==> src/rtl/ltlb_pkg.sv <==
package ltlb_pkg;

    localparam int ADDR_W    = 32;
    localparam int PAGE_SH   = 12;
    localparam int VPN_W     = ADDR_W - PAGE_SH;
    localparam int ATTR_W    = 8;
    localparam int LOCK_FW   = 5;
    localparam int FLOOR_LSB = 10;
    localparam int PTR_LSB   = 4;
    localparam int TAG_SPARE = ADDR_W - VPN_W - 3;
    localparam int DAT_SPARE = ADDR_W - VPN_W - ATTR_W;

    typedef enum logic [1:0] {
        PG_4K  = 2'd0,
        PG_64K = 2'd1,
        PG_1M  = 2'd2,
        PG_16M = 2'd3
    } pgsz_e;

    typedef struct packed {
        logic [VPN_W-1:0]     vpn;
        logic [TAG_SPARE-1:0] spare;
        logic                 valid;
        pgsz_e                size;
    } tag_t;

    typedef struct packed {
        logic [VPN_W-1:0]     ppn;
        logic [DAT_SPARE-1:0] spare;
        logic [ATTR_W-1:0]    attr;
    } data_t;

    typedef struct packed {
        logic              hit;
        logic [ADDR_W-1:0] pa;
        logic [ATTR_W-1:0] attr;
    } xlat_t;

    // each size code step multiplies the page by 16
    function automatic logic [ADDR_W-1:0] page_mask(pgsz_e s);
        logic [ADDR_W-1:0] ones;
        ones = '1;
        return ones << (PAGE_SH + 4 * int'(s));
    endfunction

    function automatic logic covers(tag_t t, logic [ADDR_W-1:0] va);
        logic [ADDR_W-1:0] m;
        m = page_mask(t.size);
        return t.valid && ((va & m) == ({t.vpn, {PAGE_SH{1'b0}}} & m));
    endfunction

endpackage

==> src/rtl/ltlb_lock.sv <==
module ltlb_lock
    import ltlb_pkg::*;
#(
    parameter int ENTRIES = 8
) (
    input  logic               clk,
    input  logic               rst,
    input  logic               reg_wr,
    input  logic [ADDR_W-1:0]  reg_wdata,
    input  logic               load_stb,
    input  logic               flush_all,
    output logic [LOCK_FW-1:0] floor_q,
    output logic [LOCK_FW-1:0] ptr_q,
    output logic               load_go,
    output logic               load_err
);
    localparam logic [LOCK_FW:0] CNT = (LOCK_FW+1)'(ENTRIES);
    localparam logic [LOCK_FW:0] ONE = (LOCK_FW+1)'(1);

    logic             full;
    logic             busy;
    logic [LOCK_FW:0] nxt;
    logic             unused_wdata;

    assign unused_wdata = ^{reg_wdata[ADDR_W-1:FLOOR_LSB+LOCK_FW],
                            reg_wdata[FLOOR_LSB-1:PTR_LSB+LOCK_FW],
                            reg_wdata[PTR_LSB-1:0]};

    assign full    = ({1'b0, floor_q} >= CNT) || ({1'b0, ptr_q} >= CNT);
    assign busy    = flush_all || reg_wr;
    assign load_go = load_stb && !busy && !full;
    assign nxt     = {1'b0, ptr_q} + ONE;

    always_ff @(posedge clk) begin
        if (rst) begin
            floor_q  <= '0;
            ptr_q    <= '0;
            load_err <= 1'b0;
        end else begin
            load_err <= load_stb && !busy && full;
            if (flush_all) begin
                floor_q <= '0;
                ptr_q   <= '0;
            end else if (reg_wr) begin
                floor_q <= reg_wdata[FLOOR_LSB +: LOCK_FW];
                ptr_q   <= reg_wdata[PTR_LSB +: LOCK_FW];
            end else if (load_go) begin
                ptr_q <= (nxt >= CNT) ? floor_q : nxt[LOCK_FW-1:0];
            end
        end
    end

    AST_FULL_ERR: assert property (@(posedge clk) disable iff (rst)
        (load_stb && !busy && ({1'b0, floor_q} >= CNT)) |=> load_err)
        else $error("refused load did not raise load_err");

    AST_ERR_SRC: assert property (@(posedge clk) disable iff (rst)
        load_err |-> $past(load_stb))
        else $error("load_err without a load strobe");

    AST_WRAP: assert property (@(posedge clk) disable iff (rst)
        (load_go && (nxt >= CNT)) |=> (ptr_q == $past(floor_q)))
        else $error("pointer did not return to floor");

    AST_STEP: assert property (@(posedge clk) disable iff (rst)
        (load_go && (nxt < CNT)) |=> (ptr_q == LOCK_FW'($past(ptr_q) + 1'b1)))
        else $error("pointer did not advance");

    AST_FLUSH_CLR: assert property (@(posedge clk) disable iff (rst)
        flush_all |=> (floor_q == '0 && ptr_q == '0))
        else $error("global invalidation left lock fields set");

    AST_DROP_QUIET: assert property (@(posedge clk) disable iff (rst)
        (load_stb && busy) |=> !load_err)
        else $error("dropped load raised an error");

endmodule

==> src/rtl/ltlb_slot.sv <==
module ltlb_slot
    import ltlb_pkg::*;
#(
    parameter int IDX = 0
) (
    input  logic               clk,
    input  logic               rst,
    input  logic [LOCK_FW-1:0] floor_q,
    input  logic               flush_all,
    input  logic               wr_en,
    input  tag_t               wr_tag,
    input  data_t              wr_data,
    input  logic               flush_one,
    input  logic [ADDR_W-1:0]  flush_va,
    input  logic [ADDR_W-1:0]  lk_va,
    output xlat_t              cand
);
    localparam logic [LOCK_FW:0] MY_IDX = (LOCK_FW+1)'(IDX);

    tag_t              tag_q;
    data_t             data_q;
    logic              pinned;
    logic              fl_hit;
    logic [ADDR_W-1:0] m;
    logic              unused_spare;

    assign unused_spare = ^{tag_q.spare, data_q.spare};

    assign pinned    = MY_IDX < {1'b0, floor_q};
    assign fl_hit    = covers(tag_q, flush_va);
    assign m         = page_mask(tag_q.size);
    assign cand.hit  = covers(tag_q, lk_va);
    assign cand.pa   = ({data_q.ppn, {PAGE_SH{1'b0}}} & m) | (lk_va & ~m);
    assign cand.attr = data_q.attr;

    always_ff @(posedge clk) begin
        if (rst) begin
            tag_q  <= '0;
            data_q <= '0;
        end else if (flush_all && !pinned) begin
            tag_q.valid <= 1'b0;
        end else if (wr_en) begin
            tag_q  <= wr_tag;
            data_q <= wr_data;
        end else if (flush_one && fl_hit) begin
            tag_q.valid <= 1'b0;
        end
    end

    AST_LOAD_WR: assert property (@(posedge clk) disable iff (rst)
        (wr_en && !flush_all) |=> (tag_q == $past(wr_tag)))
        else $error("slot not written by load");

    AST_PIN_KEEP: assert property (@(posedge clk) disable iff (rst)
        (flush_all && pinned && tag_q.valid && !flush_one) |=> tag_q.valid)
        else $error("pinned slot lost by global invalidation");

    AST_INV_ONE: assert property (@(posedge clk) disable iff (rst)
        (flush_one && fl_hit && !wr_en) |=> !tag_q.valid)
        else $error("covering slot survived invalidation by address");

endmodule

==> src/rtl/ltlb_pick.sv <==
module ltlb_pick
    import ltlb_pkg::*;
#(
    parameter int ENTRIES = 8
) (
    input  logic                clk,
    input  logic                rst,
    input  logic                lk_valid,
    input  logic [ADDR_W-1:0]   lk_va,
    input  xlat_t [ENTRIES-1:0] cands,
    output logic                res_valid,
    output xlat_t               res
);
    xlat_t win;

    // walk from the top so the lowest matching index is the last to assign
    always_comb begin
        win = '0;
        for (int i = ENTRIES - 1; i >= 0; i--) begin
            if (cands[i].hit) win = cands[i];
        end
    end

    always_ff @(posedge clk) begin
        if (rst) begin
            res_valid <= 1'b0;
            res       <= '0;
        end else begin
            res_valid <= lk_valid;
            res       <= lk_valid ? win : '0;
        end
    end

    AST_RES_LAT: assert property (@(posedge clk) disable iff (rst)
        lk_valid |=> res_valid)
        else $error("lookup result missing");

    AST_MISS_IDLE: assert property (@(posedge clk) disable iff (rst)
        !lk_valid |=> !res.hit)
        else $error("hit reported without a lookup");

    AST_PA_OFS: assert property (@(posedge clk) disable iff (rst)
        res.hit |-> (res.pa[PAGE_SH-1:0] == $past(lk_va[PAGE_SH-1:0])))
        else $error("page offset not carried through");

endmodule

==> src/rtl/ltlb_top.sv <==
module ltlb_top
    import ltlb_pkg::*;
#(
    parameter int ENTRIES = 8
) (
    input  logic              clk,
    input  logic              rst,
    input  logic              lock_wr,
    input  logic [31:0]       lock_wdata,
    output logic [31:0]       lock_rdata,
    input  logic [31:0]       stage_tag,
    input  logic [31:0]       stage_data,
    input  logic              load_stb,
    output logic              load_err,
    input  logic [31:0]       inval_va,
    input  logic              inval_one,
    input  logic              inval_all,
    input  logic              lk_valid,
    input  logic [31:0]       lk_va,
    output logic              res_valid,
    output logic              res_hit,
    output logic [31:0]       res_pa,
    output logic [7:0]        res_attr
);
    localparam int IDX_W = $clog2(ENTRIES);

    if (ENTRIES != 8 && ENTRIES != 32) begin : g_bad_cfg
        initial $error("ltlb_top: ENTRIES must be 8 or 32");
    end

    logic [LOCK_FW-1:0]  floor_q;
    logic [LOCK_FW-1:0]  ptr_q;
    logic                load_go;
    tag_t                st_tag;
    data_t               st_data;
    xlat_t [ENTRIES-1:0] cands;
    xlat_t               res;

    assign st_tag  = tag_t'(stage_tag);
    assign st_data = data_t'(stage_data);

    always_comb begin
        lock_rdata = '0;
        lock_rdata[FLOOR_LSB +: LOCK_FW] = floor_q;
        lock_rdata[PTR_LSB +: LOCK_FW]   = ptr_q;
    end

    ltlb_lock #(.ENTRIES(ENTRIES)) u_lock (
        .clk       (clk),
        .rst       (rst),
        .reg_wr    (lock_wr),
        .reg_wdata (lock_wdata),
        .load_stb  (load_stb),
        .flush_all (inval_all),
        .floor_q   (floor_q),
        .ptr_q     (ptr_q),
        .load_go   (load_go),
        .load_err  (load_err)
    );

    for (genvar i = 0; i < ENTRIES; i++) begin : g_slot
        logic wr_en;
        assign wr_en = load_go && (ptr_q[IDX_W-1:0] == IDX_W'(i));

        ltlb_slot #(.IDX(i)) u_slot (
            .clk       (clk),
            .rst       (rst),
            .floor_q   (floor_q),
            .flush_all (inval_all),
            .wr_en     (wr_en),
            .wr_tag    (st_tag),
            .wr_data   (st_data),
            .flush_one (inval_one),
            .flush_va  (inval_va),
            .lk_va     (lk_va),
            .cand      (cands[i])
        );
    end

    ltlb_pick #(.ENTRIES(ENTRIES)) u_pick (
        .clk       (clk),
        .rst       (rst),
        .lk_valid  (lk_valid),
        .lk_va     (lk_va),
        .cands     (cands),
        .res_valid (res_valid),
        .res       (res)
    );

    assign res_hit  = res.hit;
    assign res_pa   = res.pa;
    assign res_attr = res.attr;

endmodule

==> config.mk <==
export PLATFORM = sky130hd
export DESIGN_NAME = ltlb_top
export DESIGN_NICKNAME = d
export VERILOG_FILES = /design/src/rtl/ltlb_pkg.sv /design/src/rtl/ltlb_lock.sv /design/src/rtl/ltlb_slot.sv /design/src/rtl/ltlb_pick.sv /design/src/rtl/ltlb_top.sv
export SDC_FILE = /design/constraint.sdc
export NUM_CORES = 1
export LEC_CHECK = 0
export CORE_MARGIN = 3
export CORE_UTILIZATION = 45
export DETAILED_ROUTE_END_ITERATION = 6
export PLACE_DENSITY = 0.62
export SLEW_MARGIN = 30
export SYNTH_ARGS = -nofsm -noshare
export SYNTH_HDL_FRONTEND = slang
export SYNTH_SLANG_ARGS = --single-unit
==> constraint.sdc <==
create_clock -name clk -period 8.6 [get_ports clk]
set_clock_uncertainty 0.15 [all_clocks]
set_input_delay 1.72 -clock clk [delete_from_list [all_inputs] [get_ports clk]]
set_output_delay 1.72 -clock clk [all_outputs]
set_load 0.05 [all_outputs]
==> impl_metrics.csv, run 1 <==
group,metric,value,unit
worst_setup_path,reg2reg_to,"u_pick.res[1]",
drt,met1_length,41560,um
timing,fin_ws,2413,ps
floorplan,pin_count,242,
clock_tree,cts_resized,0,
synthesis,synth_largest_area_cell,"dfxtp_1",
drt,highest-signal-layer,"met5",
synthesis,synth_cell_types,78,
drt,vias_per_cell,5.977,
drt,antenna_left,0,
power_and_ir_drop,vdd_drop_max,0.1439,mV
clock_tree,numClockSinks,461,
cells_and_area,final_area,28460,um2
worst_setup_path,end_kind,"register",
power_and_ir_drop,p_leak,9.248,nW
worst_setup_path,crit_buf_inv,1,
clock_tree,holdBufCountCts,0,
drt,vias,24200,
drt,wl_met2,42920,um
worst_setup_path,cp_max_fo,26,
clock_tree,root_buffer,"clkbuf_16",
clock_tree,clk_pin_slew,60,ps
cells_and_area,drive_gt1_frac,0.07104,
clock_tree,cts_buffer_depth,3,
place,gp_congestion,1.035,
global_routing,antenna_found_initial,2,
synthesis,synthCells,3289,
clock_tree,insertion_delay,620,ps
place,io_buffers,184,
timing,worstMarginPinSlew,1040,ps
global_routing,grt_use_total,0.3406,
worst_setup_path,worstPathRequired,8920,ps
drt,drtIter0Drc,3082,
timing,tns,0,ps
synthesis,synth_top_cell_area_share,0.3700,
worst_setup_path,cp_slowest_cell,"nand3_2",
clock_tree,post_cts_buffers,0,
synthesis,ys_warn_count,0,
worst_setup_path,arrival,6510,ps
floorplan,fp.dieW,241.4,um
place,pre_cts_slack,2010,ps
timing,drv_slew,0,
synthesis,synth-edff-count,0,
timing,timing.final.crit_share,0.7195,
drt,routed_wl,101700,um
global_routing,grt_pass1_wl,147800,um
status,status,"finished, violations left",
worst_setup_path,start_kind,"primary input",
floorplan,die_area,58290,um2
synthesis,synth.area.top_cells,"dfxtp_1, nand2_1, a21oi_1",
timing,max_freq,161.6,MHz
synthesis,syn_area,24940,um2
timing,final-hold-violation-count,0,
synthesis,ys_seq_area_frac,0.3700,
timing,rsz0062_at_grt,"false",
place,hpwl,65510,um
worst_setup_path,cp.depth,9,
floorplan,core,54350,um2
synthesis,postSynth.asyncResetShare,0,
floorplan,die-height,241.4,um
clock_tree,cts_buffers,52,
cells_and_area,final_cell_mix,"nand2_1, a21oi_1, dfxtp_1",
synthesis,synth_seq_cells,461,
worst_setup_path,reg2reg_setup_slack,3530,ps
power_and_ir_drop,p_per_area,169.8,nW/um2
cells_and_area,n_fill_cell,5142,
job,timing.max_cap.violations,0,
cells_and_area,syn2layout_area_growth,14.11,%
clock_tree,cts_tree,"built",
cells_and_area,final_common_cell,"nand2_1",
worst_hold_path,hold_path.class,"reg2reg",
synthesis,syn_avg_cell_area,7.584,um2
status,violations,"DRC",
worst_setup_path,cpPeakStageDelay,940,ps
floorplan,num_rows,85,
floorplan,start_util,0.4590,
drt,wl_per_cell,25.14,um
power_and_ir_drop,p_total,4.832,mW
worst_setup_path,crit_chain,"clkdlybuf4s50_1 > xnor2_1 > a41oi_1 > nor3_1 > nand3_2 > and4_2 > a221o_1 > a211oi_1 > o22ai_1",
timing,slew_headroom,0.3050,
global_routing,grt_max_degree,134,
cells_and_area,final_nets,3472,
timing,hold_slack,301.2,ps
place,placed_area,26730,um2
worst_setup_path,critPathKind,"in2reg",
drt,first_pass_iters,7,
clock_tree,h-tree-depth,2,
worst_setup_path,reg2regPathDepth,11,
global_routing,overflow,0,
timing,setup_viol,0,
drt,met3_length,12240,um
worst_setup_path,setup.worst_path.end,"u_pick.res[1]",
timing,min_period,6187,ps
worst_setup_path,crit_start,"lk_va[27]",
global_routing,grt_pass1_vias,23020,
worst_setup_path,cp_top_family,"simple AND/OR/NAND/NOR gates",
synthesis,ys.flop_type,"dfxtp_1",
drt,drc_errors,2,
worst_setup_path,r2r_start,"g_slot[5].u_slot.tag_q[0]",
## routing by layer
metal / vias up / track usage
met5: - / 0
met4: 2 / 0.1550
met3: 285 / 0.08937
met2: 1512 / 0.5113
met1: 11450 / 0.4597
li1: 10950 / -
## where the power goes
group,total (mW),leakage [nW],switching (mW),internal [mW]
Clock,2.26,0.835,0.943,1.32
Sequential,2.16,3.72,0.0120,2.15
Combinational,0.413,4.70,0.274,0.140
Total,4.83,9.25,1.23,3.60
## sequential cells by signal (all words and copies together) (netlist names)
signal and count:
u_lock.load_err 1, u_lock.ptr_q 5, g_slot.u_slot.cand 64, g_slot.u_slot.tag_q 184, g_slot.u_slot.data_q 160, u_lock.floor_q 5
u_pick.res_valid 1, u_pick.res 41
## worst min path at each step
stage,startpoint,end,slack [ps],depth (start not counted)
after floorplan,g_slot[4].u_slot.data_q[22],g_slot[4].u_slot.data_q[22],280,2
after global placement,g_slot[6].u_slot.cand[1],g_slot[6].u_slot.cand[1],290,2
after detailed placement,g_slot[2].u_slot.data_q[28],g_slot[2].u_slot.data_q[28],290,2
after CTS,g_slot[2].u_slot.data_q[28],g_slot[2].u_slot.data_q[28],300,2
after global routing,g_slot[4].u_slot.data_q[24],g_slot[4].u_slot.data_q[24],320,2
final,g_slot[2].u_slot.cand[4],g_slot[2].u_slot.cand[4],300,2
## logic make-up after synthesis
logic type | Yosys count | share of synthesized area
AOI/OAI and AO/OA | 787 | 0.1868
xor gates and xnor gates | 285 | 0.1001
adders and majority gates | 35 | 0.01756
buffers and inverters | 392 | 0.07278
DFF | 461 | 0.3700
muxes | 116 | 0.04896
other | 1 | 0.0001503
and+or+nand+nor | 1212 | 0.2037
## cell type report
cell class | count | area (um2) | area share
well taps | 739 | 924.6 | 0.03249
inverters | 58 | 217.7 | 0.007649
repair buffers | 240 | 2286 | 0.08031
diodes | 1 | 2.502 | 0.00008792
clock buffers | 74 | 1484 | 0.05213
clock inverters | 18 | 214.0 | 0.007517
flip-flops and latches | 461 | 9229 | 0.3242
multi-input cells | 2457 | 14110 | 0.4956
## worst min-delay path, cell delays in order, from the launching register on
cell and delay [ps]:
dfxtp_1 300, nand2_1 50, a21oi_1 50
## synthesized netlist by cell type (48+ instances only)
library cell	n
a21oi_1	475
xnor2_1	222
o21ai_0	87
nand2_1	935
clkbuf_1	215
xor2_1	63
dfxtp_1	461
nor2_1	79
mux2i_1	68
inv_1	58
buf_4	75
mux2_2	48
## through the flow
stage / util / cells
2_1_floorplan: - / 3310
3_3_place_gp: 0.4914 / 3954
3_5_place_dp: 0.4918 / 3955
4_1_cts: 0.5231 / 4047
5_1_grt: 0.5237 / 4047
6_report: 0.5237 / 4048
No activity file was read; power rests on OpenSTA's default activity.
==> inputs of run 2 (changes only) <==
- PLACE_DENSITY: 0.62 -> 0.65
- clock period: 8.6 -> 5.1 ns (I/O delays scaled with it)
==> impl_metrics.csv, run 2 (synthesized netlist as in run 1, its figures left out) <==
group,metric,value,unit
status,status,"complete, no violations",
drt,vias,24530,
floorplan,start_util,0.4590,
drt,vias_per_cell,5.935,
clock_tree,root_buffer,"clkbuf_16",
clock_tree,clk_pin_slew,60,ps
cells_and_area,largest_reg_flops,184,
global_routing,grtUsageMet2,0.5187,
global_routing,grt_use_met1,0.4631,
cells_and_area,n_fill_cell,5066,
worst_setup_path,end_kind,"register",
floorplan,num_rows,85,
worst_setup_path,critPathKind,"in2reg",
cells_and_area,final_nets,3554,
timing,final-hold-violation-count,0,
clock_tree,post_cts_buffers,0,
clock_tree,insertion_delay,620,ps
worst_setup_path,start_kind,"primary input",
place,gp_congestion,1.033,
global_routing,grt_max_degree,158,
global_routing,grt_pass1_wl,149100,um
power_and_ir_drop,vdd_drop_max,0.2762,mV
timing,hold_slack,301.5,ps
global_routing,top_usage_layer,"met2",
floorplan,die-height,241.4,um
global_routing,grt_pass1_vias,23490,
power_and_ir_drop,p_total,8.414,mW
cells_and_area,final_cell_mix,"nand2_1, a21oi_1, dfxtp_1",
cells_and_area,n_antenna_cell,0,
clock_tree,cts_resized,0,
place,hpwl,71660,um
power_and_ir_drop,p_sw_frac,0.2539,
floorplan,core,54350,um2
timing,max_freq,235.7,MHz
drt,drtIter0Drc,2922,
power_and_ir_drop,p_leak,9.779,nW
cells_and_area,regMostFlops,"g_slot.u_slot.tag_q",
timing,worstMarginPinSlew,1066,ps
floorplan,pin_count,242,
worst_setup_path,arrival,4600,ps
timing,drv_slew,0,
global_routing,grt_use_total,0.3413,
timing,setup_viol,0,
clock_tree,numClockSinks,461,
timing,tns,0,ps
worst_hold_path,hold_path.class,"reg2reg",
cells_and_area,syn2layout_area_growth,17.86,%
timing,rsz0062_at_grt,"false",
floorplan,fp.dieW,241.4,um
power_and_ir_drop,p_switching,2.137,mW
clock_tree,cts_buffer_depth,3,
timing,timing.final.crit_share,0.8320,
worst_setup_path,worstPathRequired,5450,ps
global_routing,met3_usage,0.07502,
global_routing,overflow,0,
drt,wl_per_cell,24.67,um
drt,routed_wl,102000,um
clock_tree,h-tree-depth,2,
floorplan,die_area,58290,um2
drt,antenna_left,0,
cells_and_area,drive_gt1_frac,0.09281,
drt,first_pass_iters,6,
drt,drc_errors,0,
worst_setup_path,cp_max_fo,17,
power_and_ir_drop,clkPwrFrac,0.481,
clock_tree,holdBufCountCts,0,
timing,fin_ws,856.8,ps
cells_and_area,final_common_cell,"nand2_1",
power_and_ir_drop,power_frac_seq,0.433,
place,pre_cts_slack,351.8,ps
clock_tree,cts_tree,"built",
timing,min_period,4243,ps
power_and_ir_drop,p_per_area,286.2,nW/um2
power_and_ir_drop,combPwrFrac,0.086,
global_routing,antenna_found_initial,3,
timing,slew_headroom,0.2876,
power_and_ir_drop,p_int,6.278,mW
job,timing.max_cap.violations,0,
place,io_buffers,184,
clock_tree,cts_buffers,53,
==> run 2: changes by cell type in the layout (fill, tap and decap cells not counted), moves of 3 or more <==
cell	before	now
clkbuf_8	10	14
clkbuf_1	12	9
buf_4	52	118
buf_12	1	17
buf_6	3	0
nor2_2	4	1
nor2_1	76	79
==> run 2: layer usage <==
layer / wire (um) / up-vias / part of all wire
li1: - / 11120 / -
met1: 42200 / 11770 / 0.41
met2: 44000 / 1353 / 0.43
met3: 10560 / 276 / 0.10
met4: 5161 / 6 / 0.051
met5: 27 / - / 0.00026
==> run 2: layout make-up <==
type,instances,area (um2),area share
Clock buffer,77,1578,0.05367
Inverter,58,217.7,0.007406
Clock inverter,20,264.0,0.008980
Tap cell,739,924.6,0.03145
Timing Repair Buffer,321,3128,0.1064
Multi-Input combinational cell,2457,14060,0.4782
Sequential cell,461,9229,0.3139
==> run 2: worst max-delay path, stage by stage <==
cell and delay (ps):
clkdlybuf4s50_1 660, xnor2_1 160, nand3_1 110, or4_1 670
or4_1 610, buf_4 200, buf_4 240, o21ai_0 180
a21boi_0 130, a211oi_2 330, buf_4 200, nor2_1 50
==> run 2: power by group through the flow <==
| stage | logic [mW] | registers [mW] | clock network (mW) |
|---|---|---|---|
| after global placement | 0.688 | 3.72 | 0 |
| after detailed placement | 0.701 | 3.72 | 0 |
| after CTS | 0.704 | 3.64 | 4.08 |
| final | 0.723 | 3.64 | 4.05 |
| after global routing | 0.755 | 3.64 | 4.21 |
| after floorplan | 0.427 | 3.72 | 0 |
==> run 2: final timing paths <==
| path | end | start | slack (ps) | depth (start not counted) |
|---|---|---|---|---|
| worst min register to register | g_slot[6].u_slot.cand[0] | g_slot[6].u_slot.cand[0] | 300 | 2 |
| worst max register to register | u_pick.res[10] | g_slot[3].u_slot.tag_q[0] | 970 | 12 |
| worst max-delay path | u_pick.res[10] | lk_va[28] | 860 | 12 |
| worst min-delay path | g_slot[6].u_slot.cand[0] | g_slot[6].u_slot.cand[0] | 300 | 2 |
==> run 2: per-stage QoR <==
step                        util  cells  cell area, um2
after floorplan                -   3310           25020
after global placement    0.5057   4034           27480
after detailed placement  0.5067   4036           27540
after CTS                 0.5406   4133           29380
after global routing      0.5409   4133           29400
final                     0.5409   4133           29400
